--- config.mk ---
export PLATFORM = sky130hd
export DESIGN_NAME = nsel_trap_unit
export DESIGN_NICKNAME = d
export VERILOG_FILES = /design/src/rtl/nsel_pkg.sv /design/src/rtl/nsel_legal_chk.sv /design/src/rtl/nsel_csr_dec.sv /design/src/rtl/nsel_switch_det.sv /design/src/rtl/nsel_trap_unit.sv
export SDC_FILE = /design/constraint.sdc
export NUM_CORES = 1
export LEC_CHECK = 0
export ABC_AREA = 1
export BUFFER_PORTS_ARGS = -buffer_cell sky130_fd_sc_hd__buf_2
export CAP_MARGIN = 40
export CORE_MARGIN = 2
export CORE_UTILIZATION = 30
export DETAILED_ROUTE_END_ITERATION = 8
export GPL_TIMING_DRIVEN = 0
export SYNTH_ARGS = -nofsm -noshare
export SYNTH_HDL_FRONTEND = slang
export SYNTH_SLANG_ARGS = --single-unit
--- constraint.sdc ---
create_clock -name clk_i -period 2.3 [get_ports clk_i]
set_input_delay 0 -clock clk_i [delete_from_list [all_inputs] [get_ports clk_i]]
set_output_delay 0 -clock clk_i [all_outputs]
set_load 0.05 [all_outputs]
--- src/rtl/nsel_pkg.sv ---
package nsel_pkg;
    localparam int NS_W    = 32;
    localparam int LVL_W   = 2;
    localparam int NUM_LVL = 1 << LVL_W;

    typedef logic [NS_W-1:0]  ns_t;
    typedef logic [LVL_W-1:0] lvl_t;

    localparam ns_t  NS_BASE = '0;
    localparam lvl_t LVL_RSV = 2'd2;

    typedef struct packed {
        ns_t [NUM_LVL-1:0] live;
        ns_t [NUM_LVL-1:0] last;
    } bank_t;
endpackage

--- src/rtl/nsel_legal_chk.sv ---
module nsel_legal_chk #(
    parameter int                     NS_W      = 32,
    parameter int                     NUM_IDS   = 3,
    parameter logic [NUM_IDS*NS_W-1:0] LEGAL_IDS = '0
) (
    input  logic [NS_W-1:0] value_i,
    output logic            legal_o
);
    logic [NUM_IDS-1:0] hit;

    for (genvar i = 0; i < NUM_IDS; i++) begin : g_id
        assign hit[i] = (value_i == LEGAL_IDS[i*NS_W +: NS_W]);
    end

    assign legal_o = (value_i == '0) || (|hit);
endmodule

--- src/rtl/nsel_csr_dec.sv ---
module nsel_csr_dec
    import nsel_pkg::*;
(
    input  logic [LVL_W:0] addr_i,
    output logic           sel_last_o,
    output lvl_t           lvl_o,
    output logic           rsv_o
);
    assign sel_last_o = addr_i[LVL_W];
    assign lvl_o      = addr_i[LVL_W-1:0];
    assign rsv_o      = (addr_i[LVL_W-1:0] == LVL_RSV);
endmodule

--- src/rtl/nsel_switch_det.sv ---
module nsel_switch_det #(
    parameter int NS_W = 32
) (
    input  logic            clk_i,
    input  logic            rst_ni,
    input  logic [NS_W-1:0] ns_i,
    output logic            pulse_o
);
    logic [NS_W-1:0] prev_d, prev_q;

    always_comb begin
        prev_d = ns_i;
    end

    always_ff @(posedge clk_i or negedge rst_ni) begin
        if (!rst_ni) prev_q <= '0;
        else         prev_q <= prev_d;
    end

    assign pulse_o = (ns_i != prev_q);
endmodule

--- src/rtl/nsel_trap_unit.sv ---
module nsel_trap_unit
    import nsel_pkg::*;
#(
    parameter int                      NUM_IDS   = 3,
    parameter logic [NUM_IDS*32-1:0]   LEGAL_IDS = {32'h8000_0001, 32'h0000_0100, 32'h0000_0005}
) (
    input  logic        clk_i,
    input  logic        rst_ni,
    input  logic [1:0]  cur_lvl_i,
    input  logic        csr_we_i,
    input  logic [2:0]  csr_addr_i,
    input  logic [31:0] csr_wdata_i,
    output logic [31:0] csr_rdata_o,
    output logic        csr_illegal_o,
    input  logic        trap_enter_i,
    input  logic        trap_ret_i,
    input  logic [1:0]  trap_lvl_i,
    input  logic [1:0]  ret_lvl_i,
    output logic [31:0] ns_o,
    output logic        ns_switch_o
);
    bank_t st_d, st_q;
    logic  wdata_legal, sel_last, rsv, trap_any, wr_ok;
    lvl_t  wr_lvl;

    nsel_legal_chk #(
        .NS_W      (NS_W),
        .NUM_IDS   (NUM_IDS),
        .LEGAL_IDS (LEGAL_IDS)
    ) legal_i (
        .value_i (csr_wdata_i),
        .legal_o (wdata_legal)
    );

    nsel_csr_dec dec_i (
        .addr_i     (csr_addr_i),
        .sel_last_o (sel_last),
        .lvl_o      (wr_lvl),
        .rsv_o      (rsv)
    );

    assign trap_any      = trap_enter_i || trap_ret_i;
    assign wr_ok         = csr_we_i && !trap_any && !rsv && wdata_legal;
    assign csr_illegal_o = csr_we_i && !trap_any && (rsv || !wdata_legal);

    always_comb begin
        st_d = st_q;
        if (trap_enter_i) begin
            if (trap_lvl_i != LVL_RSV) begin
                st_d.last[trap_lvl_i] = st_q.live[cur_lvl_i];
                st_d.live[trap_lvl_i] = NS_BASE;
            end
        end else if (trap_ret_i) begin
            if (trap_lvl_i != LVL_RSV && ret_lvl_i != LVL_RSV) begin
                st_d.live[ret_lvl_i] = st_q.last[trap_lvl_i];
            end
        end else if (wr_ok) begin
            if (sel_last) st_d.last[wr_lvl] = csr_wdata_i;
            else          st_d.live[wr_lvl] = csr_wdata_i;
        end
    end

    always_ff @(posedge clk_i or negedge rst_ni) begin
        if (!rst_ni) st_q <= '0;
        else         st_q <= st_d;
    end

    assign csr_rdata_o = rsv      ? NS_BASE :
                         sel_last ? st_q.last[wr_lvl] : st_q.live[wr_lvl];
    assign ns_o        = st_q.live[cur_lvl_i];

    nsel_switch_det #(.NS_W(NS_W)) sw_i (
        .clk_i   (clk_i),
        .rst_ni  (rst_ni),
        .ns_i    (ns_o),
        .pulse_o (ns_switch_o)
    );

    // An exception-raising write leaves the whole bank untouched
    assert_illegal_hold_R3: assert property (@(posedge clk_i) disable iff (!rst_ni)
        csr_illegal_o |=> $stable(st_q));

    // Handling level runs under the base namespace right after entry
    assert_enter_base_R5: assert property (@(posedge clk_i) disable iff (!rst_ni)
        (trap_enter_i && trap_lvl_i != LVL_RSV) ##1 (cur_lvl_i == $past(trap_lvl_i))
        |-> ns_o == NS_BASE);

    // Return brings the shadow value live on the PC-load edge
    assert_ret_restore_R6: assert property (@(posedge clk_i) disable iff (!rst_ni)
        (trap_ret_i && !trap_enter_i && trap_lvl_i != LVL_RSV && ret_lvl_i != LVL_RSV)
        ##1 (cur_lvl_i == $past(ret_lvl_i))
        |-> ns_o == $past(st_q.last[trap_lvl_i]));

    // A trap naming the reserved level changes nothing and swallows any write
    assert_rsv_trap_R7: assert property (@(posedge clk_i) disable iff (!rst_ni)
        (trap_enter_i && trap_lvl_i == LVL_RSV) |=> $stable(st_q));

    // No flush pulse when neither the view nor the state moved
    assert_no_spurious_switch_R8: assert property (@(posedge clk_i) disable iff (!rst_ni)
        ($stable(cur_lvl_i) && $stable(st_q)) |-> !ns_switch_o);
endmodule

# Word level (Yosys, flattened, before mapping)

Index checks and enable logic that the tools add are counted.

Bits in registers: 288
Word-level logic and storage cells: 78
Input port bits: 46

Muxes and demuxes: 28
Reduce and logical (&&, ||, !) cells: 21
Order comparisons: 7
Bitwise logic cells: 2
Eq/ne operators: 11

Operators by type and width:

| cell                   | count |
|---|---|
| $mux W256              | 3 |
| $mux W128              | 5 |
| $bwmux W128            | 4 |
| $mux W32               | 9 |
| $bmux W32 S2           | 4 |
| $demux W32 S2          | 3 |
| $and A128 B128 Y128    | 1 |
| $not A128 Y128         | 1 |
| $eq A32 B3 Y1 const B  | 1 |
| $eq A32 B32 Y1 const B | 1 |
| $eq A32 B9 Y1 const B  | 1 |
| $logic_not A32 Y1      | 1 |
| $ne A32 B32 Y1         | 1 |
| $lt A2 B3 Y1 const B   | 4 |
| $logic_and A1 B1 Y1    | 8 |
| $reduce_and A4 Y1      | 2 |
| $ge A2 B1 Y1 const B   | 3 |
| $ne A2 B2 Y1 const B   | 3 |
| $reduce_bool A2 Y1     | 2 |
| $logic_not A1 Y1       | 3 |
| $logic_or A1 B1 Y1     | 3 |
| $ne A3 B1 Y1 const B   | 1 |
| $ne A3 B2 Y1 const B   | 1 |
| $reduce_bool A3 Y1     | 1 |
| other kinds (3)        | 3 |

# Longest topological paths before layout

Gate-level depths: netlist of run 1.

Depth in word-level cells: 9
Depth in mapped cells: 14

# Hierarchy

A second synthesis of run 1 with hierarchy kept.

Cell total of the unflattened synthesis: 3204
Area total of the unflattened synthesis: 19233.4 um^2

By module, submodules not included:

| module          | cells an instance | times used | area an instance (um^2) |
|---|---|---|---|
| nsel_trap_unit  | 3044              | 1          | 17803.3 |
| nsel_switch_det | 119               | 1          | 1257.5 |
| nsel_legal_chk  | 36                | 1          | 140.1 |
| nsel_csr_dec    | 5                 | 1          | 32.5 |

# Least setup slack after synthesis of run 1

Ideal clock, no wire load.

Path kind: input-to-output
Start point: input csr_addr_i[1]
End point: output csr_rdata_o[21]
Arrival time: 2.130 ns
Stages on the path: 6
Slack: 0.170 ns
Path through: nand2_1 > inv_2 > clkbuf_1 > buf_2 > nand2_1 > a311oi_1

Longest elaborated chain between the ends: 4
Elaborated cells on any way between the ends: 7
Classes of those cells: eq/ne: 1; mux: 6

Ends and longest elaborated chain:

| element                        | RTL line             | source |
|---|---|---|
| start, declared                | nsel_trap_unit.sv:11 | `input logic [2:0] csr_addr_i,` |
| $bmux W32 S2                   | nsel_trap_unit.sv:69 | `sel_last ? st_q.last[wr_lvl] : st_q.live[wr_lvl];` |
| $mux W32 (implied by the code) | nsel_trap_unit.sv:69 |  |
| $mux W32                       | nsel_trap_unit.sv:69 |  |
| $mux W32 *                     | nsel_trap_unit.sv:68 | `assign csr_rdata_o = rsv ? NS_BASE :` |
| end, declared                  | nsel_trap_unit.sv:13 | `output logic [31:0] csr_rdata_o,` |

Mark *: on every way between the ends. The rest lies on a longest branch, timed or not. The select of a mux whose other input is x is not followed.

# Final worst setup path of run 1

Start point: input cur_lvl_i[0]
End point: output ns_switch_o

Longest elaborated chain between the ends: 3

Ends and longest elaborated chain:

| element                        | RTL line              | source |
|---|---|---|
| start, declared                | nsel_trap_unit.sv:9   | `input logic [1:0] cur_lvl_i,` |
| $bmux W32 S2                   | nsel_trap_unit.sv:70  | `assign ns_o = st_q.live[cur_lvl_i];` |
| $mux W32 (implied by the code) | nsel_trap_unit.sv:70  |  |
| $ne A32 B32 Y1                 | nsel_switch_det.sv:20 | `assign pulse_o = (ns_i != prev_q);` |
| end, declared                  | nsel_trap_unit.sv:20  | `output logic ns_switch_o` |

No other way between the ends. The select of a mux whose other input is x is not followed.

==> impl_metrics.toml, run 1 <==
[outcome]
status = "complete, but fails checks"
violations = "negative hold slack, negative setup slack"

[global_route]
grt_max_degree = 87
grt_use_total_pct = 29.5
gr-total-overflow = 0
grt_pass1_vias = 16700
grt_pass1_wl_um = 116000
grt_antenna_before_repair = 2

[synthesis]
synth_top_area_share_pct = 45.7
synth_top_family_by_area = "simple AND/OR/NAND/NOR gates"
syn-mean-instance-area_um2 = 7.64
yosysTopAreaCell = "dfrtp_1"
muxShareOfSynthArea_pct = 0
synth.most_common_cell = "nand2_1"
ys_warn_count = 0
dominantRegCellSynth = "dfrtp_1"
synth_nets = 2110
async_reset_ff_share_pct = 100
synth_xor_area_share_pct = 1.50
syn-cell-area_um2 = 15800
yosys_register_bits = 288
synth_fa_ha_area_share_pct = 0
ys_seq_area_share_pct = 45.7
synth-edff-count = 0
synth_area_leaders = "dfrtp_1, nand2_1, a22oi_1"
synth_compound_area_share_pct = 15.9
synth_commonest_cells = "nand2_1, dfrtp_1, clkbuf_1"
netlist_instances = 2064
synthSimpleGateAreaFrac_pct = 29.2
netlist-cell-type-count = 36

[floorplan]
die-area_um2 = 54400
die_y_um = 233
initial_utilization_pct = 30.2
fp-row-count = 84
ioPinCount = 112
die_w_um = 233
core_area_um2 = 52200

[drt]
ant_nets = 0
drt-total-wl_um = 80800
first_pass_iters = 7
drt_iter0_markers = 2661
drc = 0
avgRoutedWirePerCell_um = 27.0
vias = 17500
viasPerCell = 5.83

[worst_setup_path]
path_cells = "buf_2 > clkbuf_1 > nand2_1 > nand3_1 > nand2_2 > xnor2_1 > nor3_2 > nand2_2 > nor2_4 > nand2_2 > buf_6"
path_buf_inv = 3
crit_type = "in2out"
cp.required_ps = 2300
cp.arrival_ps = 2400
startpoint_type = "primary input"
crit_path_end_kind = "output pin"
crit_fanout = 10
crit_top_cell = "nand2_2"
cp_top_family = "buffers and inverters"
critical-path-max-stage-delay_ps = 740
slowest_stage = "clkbuf_1"

[sta]
fin_skew_ps = 39.6
holdWs_ps = -0.713
max_freq_mhz = 417
max-slew-margin-rel_pct = 31.6
min_period_ps = 2400
fin_ws_ps = -99.6
rsz0062_at_grt = "yes"
finalSetupTns_ps = -169
slew_viol_final = 0
min_period_over_period_pct = 104
worstMarginPinSlew_ps = 1030
setup-violations-final = 3
hold_violations = 1

[finish]
diodes = 0
syn2layout_area_growth_pct = 23.1
fin_nets = 2330
drive_above_1_share_pct = 14.3

[power_and_ir_drop]
leakage_nw = 9.25
vdd_drop_max_uv = 535
report.power.total_mw = 15.8
cellPowerDensity_nw_per_um2 = 815

[placed_design]
gp_congestion = 1.00
io_buffers = 107
dp_hpwl_um = 57400

[clocking]
htreeDepth = 2
clk_path_buf_depth = 3
path_clk_slew_ps = 60
cts_tree = "done"
root_buffer = "clkbuf_16"
cts_made_buffers = 34
cts_num_sinks = 288
clk_latency_ps = 580

[hold_path]
holdCritPathClass = "in2async"

[job]
drv_cap = 0
cells in the final DEF (no fill, tap or decap), types with 4 or more instances in the layout:
cell type	instances
buf_4	21
buf_6	18
buf_1	8
nand2_2	22
clkbuf_1	157
nor2_2	5
inv_1	66
dfrtp_2	4
dlygate4sd3_1	35
bufinv_16	4
inv_2	8
xor2_1	17
a22oi_1	88
o22ai_1	10
nor2_1	32
o21ai_1	12
nor3_2	5
o211ai_1	18
nand4_1	100
o21ai_0	94
a311oi_1	25
xnor2_1	10
a221oi_1	33
clkbuf_2	7
buf_8	10
clkbuf_16	35
dfrtp_1	284
clkinv_2	5
clkbuf_8	10
nand3_1	129
or2_2	4
nand2_1	796
buf_2	149
a311oi_2	5
a32oi_1	56
stage by stage:
step	utilization, %	std cells	area [um2]	hold WS (ps)	setup slack, ps
floorplan	-	2064	15800	-296	170
global placement	32.9	2859	17200	440	-4500
detailed placement	33.6	2883	17500	7.94	-621
CTS	36.8	2986	19200	19.6	-103
global route	37.2	2997	19400	54.8	-193
finish	37.2	2997	19400	-0.713	-99.6
sequential cells by signal, summed over array words and instances (netlist names):
name and count:
sw_i.prev_q 32, st_q 256
kinds of logic (layout without fill, tap and decap cells):
kind of cell           after synthesis  in the layout
AO/OA/AOI/OAI                      349            349
XOR/XNOR                            27             27
buffers and inverters              298            543
flip-flops                         288            288
AND/OR/NAND/NOR                   1102           1102
cell type report:
cell class                      instances  area [um2]
Timing Repair Buffer                  184        1390
Sequential cell                       288        7210
Clock inverter                         11         161
Buffer                                221         950
Tap cell                              688         861
Multi-Input combinational cell       1478        7510
Clock buffer                           50        1030
Fill cell                            5411       32800
Inverter                               77         294
path summary, 6_finish.rpt:
| check | startpoint | end | slack, ps | cells after the start |
|---|---|---|---|---|
| max in group asynchronous | rst_ni | st_q[150] | 1160 | 4 |
| worst min-delay path | rst_ni | sw_i.prev_q[19] | -0.7 | 2 |
| worst max register to register | st_q[117] | st_q[149] | 860 | 6 |
| worst min register to register | st_q[84] | st_q[84] | 460 | 1 |
| min in group clk_i | csr_wdata_i[6] | st_q[230] | 40 | 5 |
| worst max-delay path | cur_lvl_i[0] | ns_switch_o | -100 | 11 |
worst reg2reg max path: stages, from the launching register on:
cell and delay [ps]:
dfrtp_1 350, inv_1 50, o211ai_1 600, nand2_1 120, nand3_1 110, nand4_1 100, nand2_1 90
what timing repair did:
| item | 4_1_cts | 5_1_grt |
|---|---|---|
| setup endpoints to repair | 32 | 192 |
| buffers inserted | 7 | 10 |
| hold buffers | 35 | 0 |
| cloned | 0 | 0 |
| pin swaps | 9 | 8 |
| resized for setup | 45 | 29 |
| endpoints found under the hold margin | 320 | 0 |
per-layer routing:
metal	track usage, %	wire length [um]	part of all wire [%]
met1	37.1	30900	38
met2	44.4	35000	43
met4	18.7	5680	7.0
met5	0	25	0.031
met3	8.26	9200	11
power breakdown:
part / total [mW] / switching, mW / internal (mW) / leakage, nW
combinational: 3.56 / 2.55 / 1.01 / 4.82
clock: 5.97 / 2.41 / 3.56 / 0.590
sequential: 6.28 / 0.600 / 5.68 / 3.84
total: 15.8 / 5.56 / 10.3 / 9.25
Note: power is estimated with default switching activity, not from simulation.
==> run 2: changes to the inputs <==
--- a/config.mk
+++ b/config.mk
@@ -12,6 +12,7 @@
 export CORE_UTILIZATION = 30
 export DETAILED_ROUTE_END_ITERATION = 8
 export GPL_TIMING_DRIVEN = 0
+export PLACE_DENSITY = 0.55
 export SYNTH_ARGS = -nofsm -noshare
 export SYNTH_HDL_FRONTEND = slang
 export SYNTH_SLANG_ARGS = --single-unit
==> impl_metrics.toml, run 2 (synthesis results as in run 1) <==
[outcome]
status = "complete, but fails checks"
violations = "negative setup slack"

[sta]
holdWs_ps = 16.3
max-slew-margin-rel_pct = 33.4
max_freq_mhz = 414
rsz0062_at_grt = "yes"
fin_ws_ps = -116
fin_skew_ps = 23.6
finalSetupTns_ps = -138
min_period_ps = 2420
setup-violations-final = 2
min_period_over_period_pct = 105
slew_viol_final = 0
worstMarginPinSlew_ps = 999
hold_violations = 0

[clocking]
clk_path_buf_depth = 3
cts_num_sinks = 288
path_clk_slew_ps = 60
cts_tree = "done"
htreeDepth = 2
root_buffer = "clkbuf_16"
clk_latency_ps = 570
cts_made_buffers = 36

[job]
drv_cap = 0

[worst_setup_path]
crit_fanout = 5
startpoint_type = "flop"
reg2reg_slack_ps = 750
cp.required_ps = 2300
crit_type = "reg2out"
cp.arrival_ps = 2420
crit_path_end_kind = "output pin"
reg2regPathDepth = 5

[finish]
largest_reg_flops = 256
instances_no_fill = 3008
regMostFlops = "st_q"
fin_area_um2 = 19400
fin_nets = 2338
final_core_util_pct = 37.2
drive_above_1_share_pct = 14.5
layout_common_cells = "nand2_1, dfrtp_1, clkbuf_1, buf_2, nand3_1"
final_common_cell = "nand2_1"
syn2layout_area_growth_pct = 23.1
largestRegisters = "st_q (256), sw_i.prev_q (32)"
final.fill_count = 5388

[placed_design]
dp_cells = 2886
gp_congestion = 0.993
dp_hpwl_um = 55700
io_buffers = 107
place_area_um2 = 17500

[drt]
avgRoutedWirePerCell_um = 25.9
first_pass_iters = 6
drc = 0
ant_nets = 0
drt-total-wl_um = 78000
viasPerCell = 5.75
drt_iter0_markers = 2615
vias = 17300

[hold_path]
holdCritPathClass = "in2reg"
hold_path_depth = 4

[power_and_ir_drop]
leakage_nw = 9.26
vdd_drop_max_uv = 441
cellPowerDensity_nw_per_um2 = 794

[floorplan]
fp-row-count = 84
ioPinCount = 112
initial_utilization_pct = 30.2
core_area_um2 = 52200
die_w_um = 233
die_y_um = 233
die-area_um2 = 54400

[global_route]
grt_use_total_pct = 28.5
grt_max_degree = 102
grt_antenna_before_repair = 2
gr-total-overflow = 0
grt_pass1_vias = 16400
grt_pass1_wl_um = 112000
run 2: cell types whose count changed in the layout (fill, tap and decap cells not counted), moves of 3 or more:
cell / previous run / this run
clkbuf_2: 7 / 11
nand2_2: 22 / 19
buf_6: 18 / 25
clkbuf_8: 10 / 6
buf_8: 10 / 7
clkbuf_4: 2 / 6
bufinv_16: 4 / 1
diode_2: 0 / 3
buf_2: 149 / 142
run 2: power breakdown:
part	total, mW	switching, mW	internal [mW]	leakage (nW)
Clock	5.63	2.37	3.26	0.561
Combinational	3.50	2.49	1.02	4.87
Sequential	6.28	0.590	5.69	3.83
Total	15.4	5.45	9.97	9.26
run 2: path summary, 6_finish.rpt:
check | to | from
worst max-delay path | ns_switch_o | st_q[146]
worst min-delay path | st_q[111] | cur_lvl_i[1]
worst max register to register | sw_i.prev_q[15] | st_q[143]
worst min register to register | st_q[206] | st_q[206]
max in group asynchronous | st_q[1] | rst_ni
min in group asynchronous | sw_i.prev_q[21] | rst_ni
run 2: layer usage:
| layer | share of wire [%] | GRT usage [%] | up-vias |
|---|---|---|---|
| li1 | - | - | 7490 |
| met1 | 38 | 36.1 | 8321 |
| met2 | 43 | 42.9 | 1174 |
| met3 | 11 | 8.19 | 308 |
| met4 | 6.9 | 17.2 | 0 |
| met5 | 0 | 0 | - |
run 2: final cells by class:
cell class              instances  area, um2  share of cell area, %
multi-input cells            1478       7530                   38.8
flip-flops and latches        288       7210                   37.1
diodes                          3       7.51                 0.0387
clock inverters                10       82.6                  0.425
inverters                      77        294                   1.51
plain buffers                 221        960                   4.94
clock buffers                  53       1050                   5.39
well taps                     688        861                   4.43
repair buffers                190       1430                   7.36
run 2: metrics by stage:
step                setup slack, ps  power, mW
floorplan                       170       8.18
global placement              -4600       9.44
detailed placement             -696       9.58
CTS                            -140       15.3
global route                   -235       16.0
finish                         -116       15.4
run 2: repair_timing:
| action | 4_1_cts | 5_1_grt |
|---|---|---|
| endpoints found under the hold margin | 202 | 0 |
| setup endpoints to repair | 32 | 187 |
| resized for setup | 35 | 50 |
| buffers inserted | 2 | 16 |
| hold buffers | 37 | 0 |
| pin swaps | 4 | 18 |
run 2: worst max-delay path, cell delays in order (launching register included):
cell and delay (ps):
dfrtp_1 400, nand2_1 90, nand3_1 100, nand2_2 160, xor2_1 160, nand2_1 100, nor3_4 220, nand2_2 100
nor2_4 260, nand2_2 110, buf_8 160
==> run 3: changes to the inputs <==
--- a/config.mk
+++ b/config.mk
@@ -12,7 +12,7 @@
 export CORE_UTILIZATION = 30
 export DETAILED_ROUTE_END_ITERATION = 8
 export GPL_TIMING_DRIVEN = 0
-export PLACE_DENSITY = 0.55
+export PLACE_DENSITY = 0.57
 export SYNTH_ARGS = -nofsm -noshare
 export SYNTH_HDL_FRONTEND = slang
 export SYNTH_SLANG_ARGS = --single-unit
==> constraint.sdc (replaced) <==
create_clock -name clk_i -period 2.2 [get_ports clk_i]
set_input_delay 0 -clock clk_i [delete_from_list [all_inputs] [get_ports clk_i]]
set_output_delay 0 -clock clk_i [all_outputs]
set_load 0.05 [all_outputs]
==> impl_metrics.toml, run 3 (synthesis results as in run 1) <==
[outcome]
status = "complete, but fails checks"
violations = "negative setup slack"

[clocking]
cts_num_sinks = 288
path_clk_slew_ps = 60
htreeDepth = 2
cts_tree = "done"
cts_made_buffers = 35
root_buffer = "clkbuf_16"
clk_path_buf_depth = 3
clk_latency_ps = 570

[sta]
rsz0062_at_grt = "yes"
holdWs_ps = 31.2
min_period_over_period_pct = 108
worstMarginPinSlew_ps = 1010
slew_viol_final = 0
setup-violations-final = 6
max_freq_mhz = 419
fin_skew_ps = 30.3
min_period_ps = 2380
max-slew-margin-rel_pct = 32.4
finalSetupTns_ps = -345
fin_ws_ps = -185
hold_violations = 0

[power_and_ir_drop]
vdd_drop_max_uv = 673
cellPowerDensity_nw_per_um2 = 847
leakage_nw = 9.36

[worst_setup_path]
crit_type = "reg2out"
path_buf_inv = 1
critical-path-max-stage-delay_ps = 510
cp.required_ps = 2200
crit_path_end_kind = "output pin"
slowest_stage = "dfrtp_1"
cp.arrival_ps = 2380
startpoint_type = "flop"
crit_fanout = 5
cp_top_family = "simple AND/OR/NAND/NOR gates"
path_cells = "nand2_1 > nand3_1 > nand2_1 > xnor2_1 > nor3_1 > nand2_2 > nor2_4 > nand2_2 > buf_6"

[finish]
syn2layout_area_growth_pct = 24.6
drive_above_1_share_pct = 14.8
final_common_cell = "nand2_1"
largest_reg_flops = 256
largestRegisters = "st_q (256), sw_i.prev_q (32)"
fin_nets = 2341
fin_area_um2 = 19600
diodes = 0
regMostFlops = "st_q"
layout_common_cells = "nand2_1, dfrtp_1, clkbuf_1, buf_2, nand3_1"

[placed_design]
dp_hpwl_um = 58500
io_buffers = 107
gp_congestion = 0.974
place_area_um2 = 17600

[global_route]
gr-total-overflow = 0
grt_max_degree = 94
grt_pass1_wl_um = 118000
grt_use_total_pct = 30.4
grt_pass1_vias = 16600
grt_antenna_before_repair = 1

[drt]
avgRoutedWirePerCell_um = 27.5
wl_met3_um = 8470
wl_met1_um = 31800
top_layer = "met5"
ant_nets = 0
met2WireLength_um = 36800
drc = 0
vias = 17500
first_pass_iters = 6
drt_iter0_markers = 2085
drt-total-wl_um = 82700
viasPerCell = 5.81

[hold_path]
holdCritPathClass = "in2reg"

[floorplan]
ioPinCount = 112
die_y_um = 233
fp-row-count = 84
die_w_um = 233
die-area_um2 = 54400
initial_utilization_pct = 30.2
core_area_um2 = 52200

[job]
drv_cap = 0
run 3: cell count changes in the layout (fill, tap and decap cells not counted), sizes merged:
cell	change
clkinvlp	+1
inv	-2
buf	+7
clkinv	-1
diode	-3
clkdlybuf4s15	+1
bufinv	+3
clkbuf	-8
run 3: report_power, final:
part	switching [mW]	leakage [nW]	total, mW	internal (mW)
sequential	0.637	3.83	6.58	5.95
clock	2.48	0.605	6.31	3.83
combinational	2.67	4.92	3.76	1.08
total	5.79	9.36	16.6	10.9
run 3: repair_timing:
action                     CTS  global route
gates resized for setup     55            32
pin swaps                   13             9
hold endpoints to repair   394             0
hold buffers                38             0
setup endpoints to repair   63           116
buffers inserted             6             8
run 3: path summary, 6_finish.rpt:
path	from	end	slack (ps)	cells after the start
hold / removal	trap_enter_i	st_q[8]	30	6
hold reg to reg	st_q[209]	st_q[209]	450	1
max in group asynchronous	rst_ni	st_q[131]	1070	4
min in group asynchronous	rst_ni	st_q[112]	400	3
setup reg to reg	st_q[6]	st_q[166]	800	6
setup / recovery	st_q[149]	ns_switch_o	-180	9
run 3: worst reg2reg max path, cell delays in order, from the launching register on:
cell and delay (ps):
dfrtp_1 430, a22oi_1 210, o211ai_1 190, nand2_1 120
nand2_1 140, nand4_1 120, nand2_1 60
run 3: routing by layer:
| metal | vias up | GRT usage (%) |
|---|---|---|
| met4 | 2 | 19.0 |
| met2 | 1159 | 46.9 |
| met3 | 297 | 7.54 |
| li1 | 7492 | - |
| met1 | 8507 | 38.0 |
| met5 | - | 0 |
run 3: per-stage QoR:
| stage | setup slack (ps) | utilization [%] | total power [mW] | cells |
|---|---|---|---|---|
| after global placement | -4710 | 32.9 | 9.96 | 2859 |
| after floorplan | 70.3 | - | 8.55 | 2064 |
| after global routing | -302 | 37.6 | 17.3 | 3006 |
| after CTS | -222 | 37.2 | 16.6 | 2994 |
| after detailed placement | -1060 | 33.7 | 10.1 | 2890 |
| final | -185 | 37.6 | 16.6 | 3006 |
run 3: area by class of cell:
cell class              count  area (um2)
fillers                  5431       32600
inverters                  77         294
plain buffers             221         970
flip-flops and latches    288        7210
multi-input cells        1478        7530
clock inverters            11         165
well taps                 688         861
clock buffers              49        1060
repair buffers            194        1550
